--- config.mk ---
export PLATFORM = sky130hd
export DESIGN_NAME = queue_caller
export DESIGN_NICKNAME = d
export VERILOG_FILES = /design/src/rtl/qc_pkg.sv /design/src/rtl/qc_debounce.sv /design/src/rtl/qc_bcd_digit.sv /design/src/rtl/qc_seg_decode.sv /design/src/rtl/queue_caller.sv
export SDC_FILE = /design/constraint.sdc
export NUM_CORES = 1
export LEC_CHECK = 0
export BUFFER_PORTS_ARGS = -buffer_cell sky130_fd_sc_hd__buf_4
export CAP_MARGIN = 10
export CORE_ASPECT_RATIO = 0.9
export CORE_MARGIN = 5
export CORE_UTILIZATION = 45
export DETAILED_ROUTE_END_ITERATION = 10
export HOLD_SLACK_MARGIN = 0.12
export PLACE_DENSITY = 0.73
export SETUP_SLACK_MARGIN = 0.3
export SYNTH_ARGS = -nofsm -noshare
export SYNTH_HDL_FRONTEND = slang
export SYNTH_SLANG_ARGS = --single-unit
--- constraint.sdc ---
create_clock -name clk -period 3 [get_ports clk]
set_input_delay 0.6 -clock clk [delete_from_list [all_inputs] [get_ports clk]]
set_output_delay 0.6 -clock clk [all_outputs]
set_load 0.005 [all_outputs]
--- src/rtl/qc_pkg.sv ---
// qc_pkg: shared constants and the BCD to seven-segment mapping.
// Assumes segment order {g,f,e,d,c,b,a}, active-high.
package qc_pkg;

    localparam int DIGIT_W = 4;
    localparam int SEG_W   = 7;

    typedef logic [DIGIT_W-1:0] bcd_t;
    typedef logic [SEG_W-1:0]   seg_t;

    // Map one BCD value to its segment pattern; non-decimal values blank.
    function automatic seg_t bcd_to_seg(input bcd_t val);
        seg_t s;
        case (val)
            4'd0:    s = 7'h3F;
            4'd1:    s = 7'h06;
            4'd2:    s = 7'h5B;
            4'd3:    s = 7'h4F;
            4'd4:    s = 7'h66;
            4'd5:    s = 7'h6D;
            4'd6:    s = 7'h7D;
            4'd7:    s = 7'h07;
            4'd8:    s = 7'h7F;
            4'd9:    s = 7'h6F;
            default: s = 7'h00;
        endcase
        return s;
    endfunction

endpackage

--- src/rtl/qc_debounce.sv ---
// qc_debounce: synchronises one active-low button and filters contact bounce.
// A new level is accepted once it has been stable for DEBOUNCE_CYCLES
// cycles after the two-flop synchronizer. press_o pulses for one cycle
// when the accepted level goes from high to low.
// Assumes DEBOUNCE_CYCLES >= 1 and that the button idles high.
module qc_debounce #(
    parameter int DEBOUNCE_CYCLES = 50000
) (
    input  logic clk,
    input  logic rst_n,
    input  logic btn_n_i,
    output logic press_o
);

    localparam int CNT_W = $clog2(DEBOUNCE_CYCLES + 1);
    localparam logic [CNT_W-1:0] LIMIT = CNT_W'(DEBOUNCE_CYCLES - 1);

    logic             sync1_q;
    logic             sync2_q;
    logic             level_q;
    logic [CNT_W-1:0] cnt_q;
    logic             press_q;

    // Synchronise the raw input, time its stability and accept new levels.
    always_ff @(posedge clk) begin
        if (!rst_n) begin
            sync1_q <= 1'b1;
            sync2_q <= 1'b1;
            level_q <= 1'b1;
            cnt_q   <= '0;
            press_q <= 1'b0;
        end else begin
            sync1_q <= btn_n_i;
            sync2_q <= sync1_q;
            press_q <= 1'b0;
            if (sync2_q == level_q) begin
                cnt_q <= '0;
            end else if (cnt_q == LIMIT) begin
                level_q <= sync2_q;
                cnt_q   <= '0;
                press_q <= !sync2_q;
            end else begin
                cnt_q <= cnt_q + 1'b1;
            end
        end
    end

    assign press_o = press_q;

    AST_PRESS_SINGLE: assert property (@(posedge clk) disable iff (!rst_n)
        press_q |=> !press_q);

    AST_PRESS_FROM_LOW: assert property (@(posedge clk) disable iff (!rst_n)
        press_q |-> !level_q);

endmodule

--- src/rtl/qc_bcd_digit.sv ---
// qc_bcd_digit: one decade counter stage of the ticket number.
// Steps by one when inc_i is high. It clears when the next value would
// reach binary 1010, found from bits 3 and 1. carry_o is high in the
// cycle that wraps.
// Assumes the value only ever enters through reset or this counter.
module qc_bcd_digit
    import qc_pkg::*;
(
    input  logic clk,
    input  logic rst_n,
    input  logic inc_i,
    output bcd_t digit_o,
    output logic carry_o
);

    bcd_t digit_q;
    bcd_t next_val;
    logic hit_ten;

    // Form the incremented value and spot the 1010 pattern.
    always_comb begin
        next_val = digit_q + 4'd1;
        hit_ten  = next_val[3] && next_val[1];
    end

    // Hold, step or wrap the digit.
    always_ff @(posedge clk) begin
        if (!rst_n) begin
            digit_q <= '0;
        end else if (inc_i) begin
            digit_q <= hit_ten ? '0 : next_val;
        end
    end

    assign digit_o = digit_q;
    assign carry_o = inc_i && hit_ten;

    AST_DIGIT_RANGE: assert property (@(posedge clk) disable iff (!rst_n)
        digit_q <= 4'd9);

    AST_DIGIT_STEP: assert property (@(posedge clk) disable iff (!rst_n)
        (inc_i && digit_q != 4'd9) |=> digit_q == 4'($past(digit_q) + 4'd1));

    AST_DIGIT_WRAP: assert property (@(posedge clk) disable iff (!rst_n)
        (inc_i && digit_q == 4'd9) |=> digit_q == 4'd0);

    AST_DIGIT_HOLD: assert property (@(posedge clk) disable iff (!rst_n)
        !inc_i |=> $stable(digit_q));

endmodule

--- src/rtl/qc_seg_decode.sv ---
// qc_seg_decode: combinational BCD to seven-segment converter.
// Assumes active-high segments in the order {g,f,e,d,c,b,a}.
module qc_seg_decode
    import qc_pkg::*;
(
    input  bcd_t val_i,
    output seg_t seg_o
);

    // Look up the pattern for the value.
    always_comb begin
        seg_o = bcd_to_seg(val_i);
    end

endmodule

--- src/rtl/queue_caller.sv ---
// queue_caller: top of the queue ticket caller.
// Debounces each window button and merges the presses into one count
// event. It keeps a two-digit BCD ticket number and latches the
// lowest-numbered calling window. All three values are also decoded to
// segment patterns.
// Assumes NUM_WINDOWS <= 9, so that the window number fits one display digit.
module queue_caller
    import qc_pkg::*;
#(
    parameter int NUM_WINDOWS     = 3,
    parameter int DEBOUNCE_CYCLES = 50000,
    localparam int WIN_W          = $clog2(NUM_WINDOWS + 1)
) (
    input  logic                   clk,
    input  logic                   rst_n,
    input  logic [NUM_WINDOWS-1:0] win_btn_n,
    output logic [3:0]             units_bcd,
    output logic [3:0]             tens_bcd,
    output logic [WIN_W-1:0]       window_num,
    output logic [6:0]             units_seg,
    output logic [6:0]             tens_seg,
    output logic [6:0]             window_seg
);

    logic [NUM_WINDOWS-1:0] press;
    logic                   any_press;
    logic [WIN_W-1:0]       caller;
    logic [WIN_W-1:0]       window_q;
    logic                   units_carry;
    logic                   tens_carry;

    // One synchroniser and debouncer per window button.
    for (genvar g = 0; g < NUM_WINDOWS; g++) begin : g_btn
        qc_debounce #(
            .DEBOUNCE_CYCLES(DEBOUNCE_CYCLES)
        ) u_deb (
            .clk     (clk),
            .rst_n   (rst_n),
            .btn_n_i (win_btn_n[g]),
            .press_o (press[g])
        );
    end

    // Merge presses and pick the lowest-numbered calling window.
    always_comb begin
        any_press = |press;
        caller    = '0;
        for (int i = NUM_WINDOWS - 1; i >= 0; i--) begin
            if (press[i]) caller = WIN_W'(i + 1);
        end
    end

    // Latch the window that made the most recent call.
    always_ff @(posedge clk) begin
        if (!rst_n) begin
            window_q <= '0;
        end else if (any_press) begin
            window_q <= caller;
        end
    end

    qc_bcd_digit u_units (
        .clk     (clk),
        .rst_n   (rst_n),
        .inc_i   (any_press),
        .digit_o (units_bcd),
        .carry_o (units_carry)
    );

    qc_bcd_digit u_tens (
        .clk     (clk),
        .rst_n   (rst_n),
        .inc_i   (units_carry),
        .digit_o (tens_bcd),
        .carry_o (tens_carry)
    );

    assign window_num = window_q;

    qc_seg_decode u_seg_units  (.val_i(units_bcd),      .seg_o(units_seg));
    qc_seg_decode u_seg_tens   (.val_i(tens_bcd),       .seg_o(tens_seg));
    qc_seg_decode u_seg_window (.val_i(4'(window_q)),   .seg_o(window_seg));

    AST_WIN_RANGE: assert property (@(posedge clk) disable iff (!rst_n)
        window_q <= WIN_W'(NUM_WINDOWS));

    AST_WIN_HOLD: assert property (@(posedge clk) disable iff (!rst_n)
        !any_press |=> $stable(window_q));

    AST_WIN_LOWEST: assert property (@(posedge clk) disable iff (!rst_n)
        press[0] |=> window_q == WIN_W'(1));

    AST_NO_CARRY_OUT: assert property (@(posedge clk) disable iff (!rst_n)
        tens_carry |=> (units_bcd == 4'd0 && tens_bcd == 4'd0));

endmodule

* Word level (Yosys, flattened, before mapping)
Memory sizes are Yosys's and may differ from the RTL's. A register that Yosys moved wholly into a read port is not among the register bits.
Cells that the tools add are included.
** Operators by class
- Muxes and demuxes :: 11
- Bitwise gates (word level) :: 7
- Add/sub/neg operators :: 5
- Eq/ne operators :: 6
- Reductions and logical operators :: 16
** Operator list (count)
- $add A16 B1 Y16 const B :: 3
- $eq A16 B16 Y1 const B :: 3
- $mux W4 :: 8
- $reduce_or A3 Y1 :: 7
- $add A4 B1 Y4 const B :: 2
- $not A1 Y1 :: 7
- $mux W2 :: 3
- $reduce_and A2 Y1 :: 3
- $eq A1 B1 Y1 :: 3
- $logic_and A1 B1 Y1 :: 3
- $logic_not A1 Y1 :: 3
** Storage, ports and cells
- Register bits :: 70
- Memories :: 3
- Input bits :: 5
- Bits in read-only memories :: 336
- Word-level logic and storage cells :: 66
- Output and inout bits :: 31
** Memory list
- (name not given) :: words 16, width 7, rd ports 1, clocked after memory_dff 1, write ports 0, RTL line qc_pkg.sv:14 : case (val)
- (name not given) :: words 16, width 7, rd ports 1, clocked after memory_dff 1, write ports 0, RTL line qc_pkg.sv:14
- (name not given) :: words 16, width 7, rd ports 1, clocked after memory_dff 1, write ports 0, RTL line qc_pkg.sv:14

* Logic depth before layout (Yosys ltp)
- Depth in word-level cells :: 5
- Mapped depth :: 9
- Depth with buffers taken out :: 9

* Cells and area by module
From an unflattened synthesis, not the netlist that was laid out.
** Second synthesis, totals
- Cells, all modules :: 410
- Area total of the unflattened synthesis :: 3676.0 sq um
** By module, submodules not included
- qc_debounce :: cells an instance 90, instances 3, area an instance 838.3 sq um
- qc_seg_decode (u_seg_tens ...) :: cells an instance 28, instances 2, area an instance 219.0 sq um
- qc_bcd_digit :: cells an instance 24, instances 2, area an instance 211.5 sq um
- qc_seg_decode (u_seg_units) :: cells an instance 28, instances 1, area an instance 220.2 sq um
- queue_caller :: cells an instance 8, instances 1, area an instance 80.1 sq um

* Worst setup path before layout
OpenSTA, ideal clock, no wires.
- Path kind :: register to register
- Start :: register u_units.digit_q[0] (netlist: u_units.digit_o[0])
- End :: register u_seg_tens.seg_o[5] (netlist name)
- Arrival :: 2.091 ns
- Cell stages (with the launch flop) :: 10
- Path buffers :: 0
- Setup time :: 0.121 ns
- Setup slack :: 0.788 ns
- Path through :: dfxtp_1 -> ha_1 -> and2_4 -> nand2_4 -> or3_1 -> a21oi_1 -> inv_1 -> ha_1 -> nor2b_1 -> o22ai_2
** Between the ends
- Cells in the longest elaborated chain, start to end :: 5
** Ends and longest elaborated chain
- from (decl) :: RTL line qc_bcd_digit.sv:16 : bcd_t digit_q;
- from (signal assigned) :: RTL line qc_bcd_digit.sv:31 : digit_q <= hit_ten ? '0 : next_val;
- $add A4 B1 Y4 :: RTL line qc_bcd_digit.sv:22 : next_val = digit_q + 4'd1;
- $logic_and A1 B1 Y1 :: RTL line qc_bcd_digit.sv:23 : hit_ten = next_val[3] && next_val[1];
- $logic_and A1 B1 Y1 :: RTL line qc_bcd_digit.sv:36 : assign carry_o = inc_i && hit_ten;
- $mux W4 (no source line) (2 in series)
No other way between the ends.
A chain may end at the register's enable or synchronous reset.

* Worst setup path after layout
- Start :: register u_units.digit_q[1] (netlist: u_units.digit_o[1])
- End :: register u_seg_tens.seg_o[4] (netlist name)
** Between the ends
- Cells in the longest elaborated chain, start to end :: 5
** Ends and longest elaborated chain (RTL line)
- $add A4 B1 Y4 :: qc_bcd_digit.sv:22
- $logic_and A1 B1 Y1 :: qc_bcd_digit.sv:23
- $logic_and A1 B1 Y1 :: qc_bcd_digit.sv:36
- $mux W4 (no source line) (2 in series)
No other way between the ends.

==> run summary <==
The most used flip-flop cell after synthesis is dfxtp_1. The highest fanout seen on the critical path came out at 10. The slowest stage of the critical path is the ha_1 cell. CTS placed an instance of clkbuf_8 at the clock tree root.

The setup slack of the most critical reg-to-reg path came out at 0.52 ns. The global-route wire length before repair came out at between 10000 and 15000 um. The power density relative to cell area is 491 nW/um2. The post-route core utilization came out at approximately 53%. The wire length reported by the detailed router is 7000 um. The worst hold path depth came out at 1.

The worst-case hold path end point is g_btn[1].u_deb.sync2_q. The die height came out at 98.2 um. The library cell used most frequently in the layout, excluding fill and tap cells, is dfxtp_1. Among cell families on the critical path, the largest total delay comes from simple AND/OR/NAND/NOR gates. The clock-pin transition on the worst setup and hold timing paths came out at about 0.09 ns. The worst slew slack as a fraction of its limit is about 60%. The endpoint arrival time on the critical path came out at 2.72 ns. The most frequent cell on the critical path is ha_1. In this run the worst hold path is classified as register to register. The worst-case IR drop observed on VDD is 0.191 mV. The flow ran to the end, and the final reports show no timing, DRC or antenna violations. The hold path startpoint is g_btn[1].u_deb.sync1_q. The number of buffers inserted by port buffering came out at 34.

The reported leakage power is between 0.0015 and 0.002 uW. The clock tree skew after final layout came out at 0.0118 ns. The combined global-route utilization of all metal layers is 13.8%. Setup violations remaining at the end of the flow were counted as 0.

After detailed routing, the average wire length per cell comes to around 12 um. The tool flagged a number of max-cap violations equal to 0. Across all hold checks on the routed design, the worst slack comes to 0.416 ns. The number of top-level pins came out at 36. The delay of the slowest cell on the worst path is about 0.42 ns. Of the cells placed in the final design, the portion with a size suffix greater than 1 is 13.5%. The register bit count reported by yosys is 89. The die outline width came out at ~110 um.

After filler insertion, the fill cell instance count of the layout stands at 774. The count of warnings emitted by yosys came out at 0. The startpoint-to-endpoint class of the critical path is register to register. The number of iterations in the first detailed-routing pass is 4. The final weighted congestion of routability-driven global placement is 0.866.

The core outline area came out at 8530 um2. Data on the critical path is required at its endpoint by 3.23 ns. The cell depth of the worst flop-to-flop path is 9. The clock drives 89 sinks.

The via-per-instance ratio is 4.95. STA classifies the critical path endpoint as a register. The HPWL after detailed placement is ~5100 um. The total of hold buffers inserted after clock tree synthesis came out at 0. Each instance of the synthesized netlist takes up on average 9.08 um2.

The number of global-route vias before repair is about 2.8k. The number of standard-cell rows in the floorplan came out at 32. The register area came out at 1780 um2. The post-synthesis sequential area ratio came out at 45.8%. The largest net degree at the start of global routing is 29.

The number of gates resized after CTS was 0. The first-iteration detailed-routing DRC count came out at 104. The repair_antennas step left the layout with diodes totalling 0.

The number of antenna violations at the first check in global routing is 0. The total congestion overflow is 0. dfxtp_1 takes more of the synthesized area than any other cell.

The worst path buffer plus inverter count came out at 1. In the final timing run, aggregate negative setup slack is 0 ns. The worst setup path is launched from a register. At the pin with the least slew margin, the transition time is 0.618 ns.

The post-CTS repair timing setup buffer count came out at 0. In this run, synthesis inferred 0 flip-flops with an integrated enable. The number of levels the H-tree was split into is 3.

Setup slack closes at ~0.52 ns. The cell area after technology mapping came out at approximately 3900 um2. The multi-input combinational cells in the finished layout cover a total of 2000 um2.

The clock latency on the worst-skew pair is 0.35 ns. From synthesis to final layout, the design area changed by 15.3%. The final net count is approximately 480. The number of buffers created by CTS is 9. The number of max-slew violations in the final report was 0. The proportion of netlist area held by the largest area contributor came out at 45.8%. The number of remaining DRC errors came out at 0.

The signal on the critical path passes through ha_1 -> and2_4 -> nand2_4 -> or3_1 -> a21oi_1 -> inv_1 -> ha_1 -> o32ai_1 -> o21ai_1. The die covers 10600 um2. The maximum clock path buffer count is 2.

Synthesis produced around 430 cells. The worst register-to-register path ends at u_seg_tens.seg_o[4]. The worst path uses 82.8% of the clock period. The overall via count from detail_route is 2900. The top achievable clock speed came out at 403 MHz.

The top cell types in the final layout, fill and taps aside, are 89 x dfxtp_1, 67 x nor2_1, 40 x nand2_1. The post-placement worst setup slack is roughly 0.57 ns. Setup repair after global routing left no endpoint under its margin. The distinct cell type count of the synthesized netlist is 58.

The TritonCTS clock tree is yes. The reg-to-reg critical path startpoint is u_units.digit_o[1]. For this run, asynchronously set or reset flops after synthesis account for 0%. The number of nets produced by synthesis is approximately 450.

Ranked by total cell area, the synthesized netlist is headed by dfxtp_1 46%, xor2_1 6.7%, nor2_1 6.5%, ha_1 5.5%, xnor2_1 4.3%. The hold violation count in the final report came out at 0. Once the floorplan was initialized, standard cells occupied 45.7% of the core.

The number of nets with antenna violations after routing is 0. The clock period could shrink to 2.48 ns.
## synth_stat cells (7+ instances only)
cell type / count
a21oi_1: 9
and3_1: 10
clkbuf_1: 7
dfxtp_1: 89
ha_1: 17
inv_1: 13
nand2_1: 40
nand2b_1: 8
nand3_1: 21
nor2_1: 67
nor3_1: 9
xnor2_1: 19
xor2_1: 30
## stage by stage
step	instance area (um2)	instances	power, uW
2_1_floorplan	3890	429	1230
3_3_place_gp	4240	570	1240
3_5_place_dp	4240	570	1240
4_1_cts	4490	586	2230
5_1_grt	4490	586	2290
6_report	4490	586	2210
## registers in the layout, summed over array words and instances (netlist names)
signal,flops
g_btn.u_deb.level_q,3
g_btn.u_deb.cnt_q,48
u_tens.digit_o,4
u_seg_window.seg_o,5
window_num,2
u_units.digit_o,4
u_seg_tens.seg_o,7
g_btn.u_deb.sync2_q,3
g_btn.u_deb.press_o,3
u_seg_units.seg_o,7
g_btn.u_deb.sync1_q,3
## cell families (layout without fill, tap and decap cells)
| group | count (synthesis) | count (layout) | synth area share (%) |
|---|---|---|---|
| adder cells (fa/ha/maj) | 17 | 17 | 5.46 |
| other | 1 | 1 | 0.0963 |
| AO/OA/AOI/OAI | 42 | 42 | 7.33 |
| multiplexers | 5 | 5 | 1.29 |
| XOR/XNOR | 50 | 50 | 11.4 |
| AND/OR/NAND/NOR | 200 | 200 | 25.8 |
| buffers and inverters | 25 | 63 | 2.83 |
| flip-flops | 89 | 89 | 45.8 |
## worst max-delay path by stage
stage,startpoint,slack (ns),cells after the start,end
4_1_cts,u_units.digit_o[0],0.55,9,u_seg_tens.seg_o[5]
3_5_place_dp,u_units.digit_o[0],0.57,9,u_seg_tens.seg_o[5]
6_report,u_units.digit_o[1],0.52,9,u_seg_tens.seg_o[4]
5_1_grt,u_units.digit_o[1],0.42,9,u_seg_tens.seg_o[4]
2_1_floorplan,u_units.digit_o[0],0.79,9,u_seg_tens.seg_o[5]
3_3_place_gp,u_units.digit_o[1],0.70,9,u_seg_tens.seg_o[5]
## final cells by class
cell class	instances	area share [%]
multi-input cells	315	44.6
repair buffers	34	5.69
well taps	119	3.32
flip-flops and latches	89	39.7
clock buffers	10	3.07
inverters	13	1.09
clock inverters	6	2.56
## per-layer routing
layer  share of wire (%)  global-route usage (%)  up-vias
li1                    -                       -     1507
met4                 1.7                    5.34        0
met5                   0                       0        -
met3                 4.3                    3.77       10
met2                  46                    22.8       50
met1                  48                    17.2     1333
## power breakdown
part           internal [uW]  switching, uW  total (uW)  leakage [uW]
registers               1180           2.98        1190      0.000719
clock network            579            414         992      0.000123
logic                   7.84           17.0        24.9      0.000836
total                   1770            434        2210       0.00168
Note: power is estimated with default switching activity, not from simulation.
